### src/rtl/addsub_pkg.sv
// Package: shared types for the adder-subtractor.
// Assumes nothing beyond a 1-bit mode encoding.
package addsub_pkg;
    typedef enum logic {
        MODE_ADD = 1'b0,
        MODE_SUB = 1'b1
    } addsub_mode_e;
endpackage

### src/rtl/addsub_operand_cond.sv
// Operand conditioning: inverts the second operand in subtract mode and
// forms the carry into bit 0 as mode XOR the external carry/borrow input.
// Assumes: mode encoding from addsub_pkg.
module addsub_operand_cond
    import addsub_pkg::*;
#(
    parameter int WIDTH = 8
) (
    input  logic [WIDTH-1:0] y_i,
    input  addsub_mode_e     mode_i,
    input  logic             cin_i,
    output logic [WIDTH-1:0] y_cond_o,
    output logic             c0_o
);
    localparam logic [WIDTH-1:0] ALL_ONES = {WIDTH{1'b1}};

    // Conditional one's complement of the second operand and bit-0 carry.
    always_comb begin
        y_cond_o = (mode_i == MODE_SUB) ? (y_i ^ ALL_ONES) : y_i;
        c0_o     = (mode_i == MODE_SUB) ^ cin_i;
    end
endmodule

### src/rtl/addsub_full_adder.sv
// Single-bit full adder.
// Assumes: used as one stage of a ripple chain.
module addsub_full_adder (
    input  logic a_i,
    input  logic b_i,
    input  logic c_i,
    output logic s_o,
    output logic c_o
);
    // Sum and majority carry of three input bits.
    always_comb begin
        s_o = a_i ^ b_i ^ c_i;
        c_o = (a_i & b_i) | (a_i & c_i) | (b_i & c_i);
    end
endmodule

### src/rtl/addsub_ripple_chain.sv
// Ripple-carry chain of WIDTH full adders, bit 0 first.
// Exposes the carry into and out of the top bit for overflow detection.
// Assumes: WIDTH >= 2.
module addsub_ripple_chain #(
    parameter int WIDTH = 8
) (
    input  logic [WIDTH-1:0] a_i,
    input  logic [WIDTH-1:0] b_i,
    input  logic             c0_i,
    output logic [WIDTH-1:0] s_o,
    output logic             c_msb_in_o,
    output logic             c_msb_out_o
);
    localparam int MSB = WIDTH - 1;

    logic [WIDTH:0] carry;

    // Seed the chain with the conditioned carry-in.
    always_comb carry[0] = c0_i;

    for (genvar gi = 0; gi < WIDTH; gi++) begin : g_stage
        addsub_full_adder fa_i (
            .a_i (a_i[gi]),
            .b_i (b_i[gi]),
            .c_i (carry[gi]),
            .s_o (s_o[gi]),
            .c_o (carry[gi+1])
        );
    end

    // Tap the carries around the top bit.
    always_comb begin
        c_msb_in_o  = carry[MSB];
        c_msb_out_o = carry[WIDTH];
    end
endmodule

### src/rtl/addsub_overflow.sv
// Signed overflow detection from the carries around the top bit.
// Assumes: carries come from a two's-complement ripple chain.
module addsub_overflow (
    input  logic c_msb_in_i,
    input  logic c_msb_out_i,
    output logic ovf_o
);
    // Overflow when the carry into the sign bit differs from the carry out.
    always_comb ovf_o = c_msb_in_i ^ c_msb_out_i;
endmodule

### src/rtl/addsub_borrow_unit.sv
// Top: controllable adder-subtractor. sub_i = 0 adds with carry-in,
// sub_i = 1 subtracts with cin_i read as a borrow. Purely combinational.
// Assumes: operands are unsigned or two's complement of WIDTH bits.
module addsub_borrow_unit
    import addsub_pkg::*;
#(
    parameter int WIDTH = 8
) (
    input  logic [WIDTH-1:0] x_i,
    input  logic [WIDTH-1:0] y_i,
    input  logic             sub_i,
    input  logic             cin_i,
    output logic [WIDTH-1:0] s_o,
    output logic             cout_o,
    output logic             ovf_o
);
    addsub_mode_e     mode;
    logic [WIDTH-1:0] y_cond;
    logic             c0;
    logic             c_msb_in;
    logic             c_msb_out;

    // Map the raw mode pin onto the shared mode type.
    always_comb mode = sub_i ? MODE_SUB : MODE_ADD;

    addsub_operand_cond #(.WIDTH(WIDTH)) cond_i (
        .y_i      (y_i),
        .mode_i   (mode),
        .cin_i    (cin_i),
        .y_cond_o (y_cond),
        .c0_o     (c0)
    );

    addsub_ripple_chain #(.WIDTH(WIDTH)) chain_i (
        .a_i         (x_i),
        .b_i         (y_cond),
        .c0_i        (c0),
        .s_o         (s_o),
        .c_msb_in_o  (c_msb_in),
        .c_msb_out_o (c_msb_out)
    );

    addsub_overflow ovf_i (
        .c_msb_in_i  (c_msb_in),
        .c_msb_out_i (c_msb_out),
        .ovf_o       (ovf_o)
    );

    // Carry-out is the raw carry from the top stage.
    always_comb cout_o = c_msb_out;
endmodule

### config.mk
export PLATFORM = sky130hd
export DESIGN_NAME = addsub_borrow_unit
export DESIGN_NICKNAME = d
export VERILOG_FILES = /design/src/rtl/addsub_pkg.sv /design/src/rtl/addsub_operand_cond.sv /design/src/rtl/addsub_full_adder.sv /design/src/rtl/addsub_ripple_chain.sv /design/src/rtl/addsub_overflow.sv /design/src/rtl/addsub_borrow_unit.sv
export SDC_FILE = /design/constraint.sdc
export NUM_CORES = 1
export LEC_CHECK = 0
export CAP_MARGIN = 20
export CORE_AREA = 2 2 39 41
export DETAILED_ROUTE_END_ITERATION = 10
export DIE_AREA = 0 0 41 43
export GPL_TIMING_DRIVEN = 0
export PLACE_DENSITY_LB_ADDON = 0.05
export REMOVE_ABC_BUFFERS = 1
export SLEW_MARGIN = 20
export SYNTH_ARGS = -nofsm -noshare
export SYNTH_HDL_FRONTEND = slang
export SYNTH_HIERARCHICAL = 1
export SYNTH_SLANG_ARGS = --single-unit
### constraint.sdc
create_clock -name vclk -period 11.1
set_clock_uncertainty 0.05 [all_clocks]
set_input_delay 2.22 -clock vclk [all_inputs]
set_output_delay 2.22 -clock vclk [all_outputs]
set_load 0.02 [all_outputs]
After elaboration in Yosys (flattened, before gate mapping)
Index checks and enable logic that the tools add are counted.

Output and inout bits: 10. Register bits: 0. Logic and storage cells: 61.

Muxes and demuxes: 2. Bitwise gates (word level): 59.

Operators with widths (count): $and A1 B1 Y1 (24); $xor A1 B1 Y1 (18); $or A1 B1 Y1 (16); $mux W8 (1); $not A8 Y8 (1); $mux W1 (1).

Depth between registers and ports, before layout
Gate-level depths: netlist (run 1).

Depth after elaboration: 27. Depth in mapped cells: 11. Gate-level depth less buffers: 10.

Hierarchy
Netlist (run 1), hierarchy kept.

Modules (own cells, without submodules): addsub_full_adder (cells each 1, instances 8, area each 20.0 sq um); addsub_operand_cond (cells each 10, instances 1, area each 90.1 sq um); addsub_overflow (cells each 1, instances 1, area each 8.8 sq um).

Worst setup path after synthesis (run 1)
No wires, ideal clock.

Path kind: input -> output. Start: input sub_i. End: output ovf_o. Required time: 8.830 ns. Cell stages on the path: 11. Setup slack: 2.675 ns. Data arrival time: 6.155 ns. Cells stage by stage: buf_6 > xor2_1 > fa_1 > fa_1 > fa_1 > fa_1 > fa_1 > fa_1 > fa_1 > fa_1 > xor2_1.

Longest elaborated chain between the ends: 27. Elaborated cells on any way between the ends: 44.

Ends and longest elaborated chain: start: declaration (RTL line addsub_borrow_unit.sv:11) `input logic sub_i,`; $mux W1 * (RTL line addsub_borrow_unit.sv:24) `always_comb mode = sub_i ? MODE_SUB : MODE_ADD;`; $mux W8 * (RTL line addsub_operand_cond.sv:19) `y_cond_o = (mode_i == MODE_SUB) ? (y_i ^ ALL_ONES) : y_i;`; via y_cond[0] (RTL line addsub_borrow_unit.sv:18) `logic [WIDTH-1:0] y_cond;`; $and A1 B1 Y1 (RTL line addsub_full_adder.sv:13) `c_o = (a_i & b_i) | (a_i & c_i) | (b_i & c_i);`; $or A1 B1 Y1 (RTL line addsub_full_adder.sv:13); $or A1 B1 Y1 * (RTL line addsub_full_adder.sv:13); via chain_i.carry[1] (RTL line addsub_ripple_chain.sv:16) `logic [WIDTH:0] carry;`; $and A1 B1 Y1 (RTL line addsub_full_adder.sv:13); [... 2 more ...]; via chain_i.carry[2] (RTL line addsub_ripple_chain.sv:16); [... 3 more ...]; via chain_i.carry[3] (RTL line addsub_ripple_chain.sv:16); [... 3 more ...]; via chain_i.carry[4] (RTL line addsub_ripple_chain.sv:16); [... 3 more ...]; via chain_i.carry[5] (RTL line addsub_ripple_chain.sv:16); [... 3 more ...]; via chain_i.carry[6] (RTL line addsub_ripple_chain.sv:16); [... 1 more ...]; $or A1 B1 Y1 (RTL line addsub_full_adder.sv:13); $or A1 B1 Y1 * (RTL line addsub_full_adder.sv:13); via c_msb_in (RTL line addsub_borrow_unit.sv:20) `logic c_msb_in;`; $and A1 B1 Y1 (RTL line addsub_full_adder.sv:13); $or A1 B1 Y1 (RTL line addsub_full_adder.sv:13); $or A1 B1 Y1 * (RTL line addsub_full_adder.sv:13); via cout_o (RTL line addsub_borrow_unit.sv:14) `output logic cout_o,`; $xor A1 B1 Y1 * (RTL line addsub_overflow.sv:9) `always_comb ovf_o = c_msb_in_i ^ c_msb_out_i;`; end: declaration (RTL line addsub_borrow_unit.sv:15) `output logic ovf_o`.

Mark *: on every way through the listed nets, which the timed path passes. The rest lies on a longest branch.

Worst setup path in the final report (run 1)
Start: input sub_i. End: output ovf_o.

Longest elaborated chain between the ends: 27. Elaborated cells on any way between the ends: 44.

Ends and longest elaborated chain (RTL line): $mux W1 * (addsub_borrow_unit.sv:24); $mux W8 * (addsub_operand_cond.sv:19); via y_cond[0] (addsub_borrow_unit.sv:18); $and A1 B1 Y1 (addsub_full_adder.sv:13); $or A1 B1 Y1 (addsub_full_adder.sv:13); $or A1 B1 Y1 * (addsub_full_adder.sv:13); via chain_i.carry[1] (addsub_ripple_chain.sv:16); $and A1 B1 Y1 (addsub_full_adder.sv:13); [... 2 more ...]; via chain_i.carry[2] (addsub_ripple_chain.sv:16); [... 3 more ...]; via chain_i.carry[3] (addsub_ripple_chain.sv:16); [... 3 more ...]; via chain_i.carry[4] (addsub_ripple_chain.sv:16); [... 3 more ...]; via chain_i.carry[5] (addsub_ripple_chain.sv:16); [... 3 more ...]; via chain_i.carry[6] (addsub_ripple_chain.sv:16); $and A1 B1 Y1 (addsub_full_adder.sv:13); $or A1 B1 Y1 (addsub_full_adder.sv:13); $or A1 B1 Y1 * (addsub_full_adder.sv:13); via c_msb_in (addsub_borrow_unit.sv:20); $and A1 B1 Y1 (addsub_full_adder.sv:13); $or A1 B1 Y1 (2 in a row) (addsub_full_adder.sv:13); $xor A1 B1 Y1 * (addsub_overflow.sv:9).

Marks and branches as above.

==> results of run 1 <==
==> through the flow <==
step                util [%]  setup WS, ps
floorplan                  -          2814
CTS                    39.60          1511
global placement       39.60          1637
finish                 39.60          1604
detailed placement     39.60          1515
global route           39.60          1381
==> cell usage after synthesis <==
cell    number
fa_1         8
xor2_1      10
buf_6        1
==> report_power, final <==
group | switching [mW] | internal (mW) | leakage (nW) | total (mW)
combinational | 0.0264 | 0.0292 | 0.211 | 0.0556
clock | 0 | 0 | 0 | 0
sequential | 0 | 0 | 0 | 0
==> worst min-delay path by stage <==
stage | startpoint | endpoint | slack [ps] | cells after the start
floorplan | x_i[0] | s_o[0] | 4650 | 1
global placement | x_i[3] | s_o[3] | 5640 | 3
detailed placement | x_i[3] | s_o[3] | 5650 | 3
CTS | x_i[3] | s_o[3] | 5650 | 3
finish | x_i[5] | s_o[5] | 5640 | 3
global route | x_i[4] | s_o[4] | 5680 | 3
==> logic make-up (layout without fill, tap and decap cells) <==
kind of cell             after synthesis  count (layout)
XOR/XNOR                              10              10
adder cells (fa/ha/maj)                8               8
buffers and inverters                  1              28
==> layer usage <==
| metal | routed length, um | part of all wire (%) |
|---|---|---|
| met5 | 0 | 0 |
| met4 | 0 | 0 |
| met3 | 67 | 10 |
| met2 | 453 | 68 |
| met1 | 144 | 22 |
==> layout make-up <==
| type | count | area share [%] |
|---|---|---|
| repair buffers | 28 | 51.14 |
| well taps | 16 | 3.653 |
| multi-input cells | 18 | 45.21 |
==> worst max-delay path: cells and delay by family <==
family                   cells  cell delay (ps)
adder cells (fa/ha/maj)      8             3240
buffers and inverters        2             1290
XOR/XNOR                     2              470
==> out/metrics.cfg, run 1 <==
[outcome]
status = completed

[setup_path]
critPathLaunch = sub_i
endpoint = ovf_o
path_cells = clkdlybuf4s50_1 -> xor2_1 -> fa_1 -> fa_1 -> fa_1 -> fa_1 -> fa_1 -> fa_1 -> fa_1 -> fa_1 -> xor2_1 -> clkdlybuf4s50_1
crit_path_top_delay_cell = clkdlybuf4s50_1
crit_top_cell = fa_1
critPathKind = in2out
critPathArrivalTime_ps = 7230
cpPeakStageDelay_ps = 660
end_kind = output pin
startpoint_type = primary input
crit_required_ps = 8830
worstPathMaxFanout = 9

[placed_design]
numPortBuffers = 28
gp_congestion = 0.5405
dpl_cell_area_um2 = 548.0
numPlacedInstances = 62

[sta]
final_max_slew_viol_count = 0
fin_setup_tns_ps = 0
setup-violations-final = 0
fin_crit_sh_pct = 85.55
max_clock_freq_ghz = 0.1053
maxSlewHeadroom_pct = 67.20
finalHoldViolCount = 0
rsz0062_at_grt = false
min_period_ps = 9496
worstMarginPinSlew_ps = 490.5
hold_slack_ps = 5641

[die]
start_util_pct = 18.72
rows = 14
die_y_um = 43
die_x_um = 41
core_area_um2 = 1384
io_pins = 28
dieArea_um2 = 1763

[layout]
final_common_cell = clkdlybuf4s50_1
design_area_um2 = 548.0
diodes = 0
mostFrequentLayoutCells = 28 x clkdlybuf4s50_1, 10 x xor2_1, 8 x fa_1
fillCellCount = 138
clkbuf_count = 0
regArea_um2 = 0
seq_cells = 0
final_nets = 74
multi_input_area_um2 = 247.7
area_growth_pct = 111.6
final_cells = 62
final_layout_size_suffix_gt1_share_pct = 0

[power_and_ir_drop]
vdd_drop_max_mv = 0.03639
power.density_nw_per_um2 = 101.5
fin_total_pwr_mw = 0.05564
leakage_nw = 0.2107

[grt]
grt_usage_pct = 7.863
grt-ovfl-total = 0
grt_max_degree = 10
busiest_layer = met2
met2_usage_pct = 19.06
grt_use_met1_pct = 5.212
antenna_found_initial = 0
grt_pass1_vias = 281
use_met3_pct = 0.5236
grt_pass1_wl_um = 1007

[synth]
synth_simple_gate_area_share_pct = 0
avgSynthCellArea_um2 = 13.63
synth_top_area_cell = fa_1
seq_area_frac_synth_pct = 0
synth_cells = 19
synthXorXnorAreaFrac_pct = 33.82
synthMuxAreaShare_pct = 0
yosys.area.top_type_share_pct = 61.84
synthTopCellsByArea = fa_1 62%, xor2_1 34%, buf_6 4.3%
yosysWarnings = 6
synthAdderAreaFrac_pct = 61.84
synth_top_family_by_area = adder cells
netlist_area_um2 = 259.0
post_synth_num_cell_types = 3
synth-compound-area-share_pct = 0

[clock_tree]
hold_buffers = 0
cts_setup_buffers = 0
cts_resized = 0

[route]
drtAntennaViolNets = 0
vias_per_cell = 4.048
wire_per_inst_um = 10.73
drc_errors = 0
totalWireLength_um = 665
drt_pass1_iterations = 1
dr_total_vias = 251
dr.first_iter.drc_count = 0

[min_path]
hp-class = in2out

[flow_run]
maxCapViolations = 0

Note: power is estimated with default switching activity, not from simulation.
==> run 2: changes to the inputs <==
- clock period: 11.1 -> 11.8 ns (I/O delays scaled with it)
==> results of run 2 <==
The final DEF is identical to that of run 1. Status: completed.
Main changes from that run: setup slack after placement 1515 ps -> 1935 ps; setup slack after layout 1604 ps -> 2024 ps; hold slack 5641 ps -> 5921 ps; total power 0.05564 mW -> 0.05234 mW; worst IR drop on VDD 0.03639 mV -> 0.03423 mV
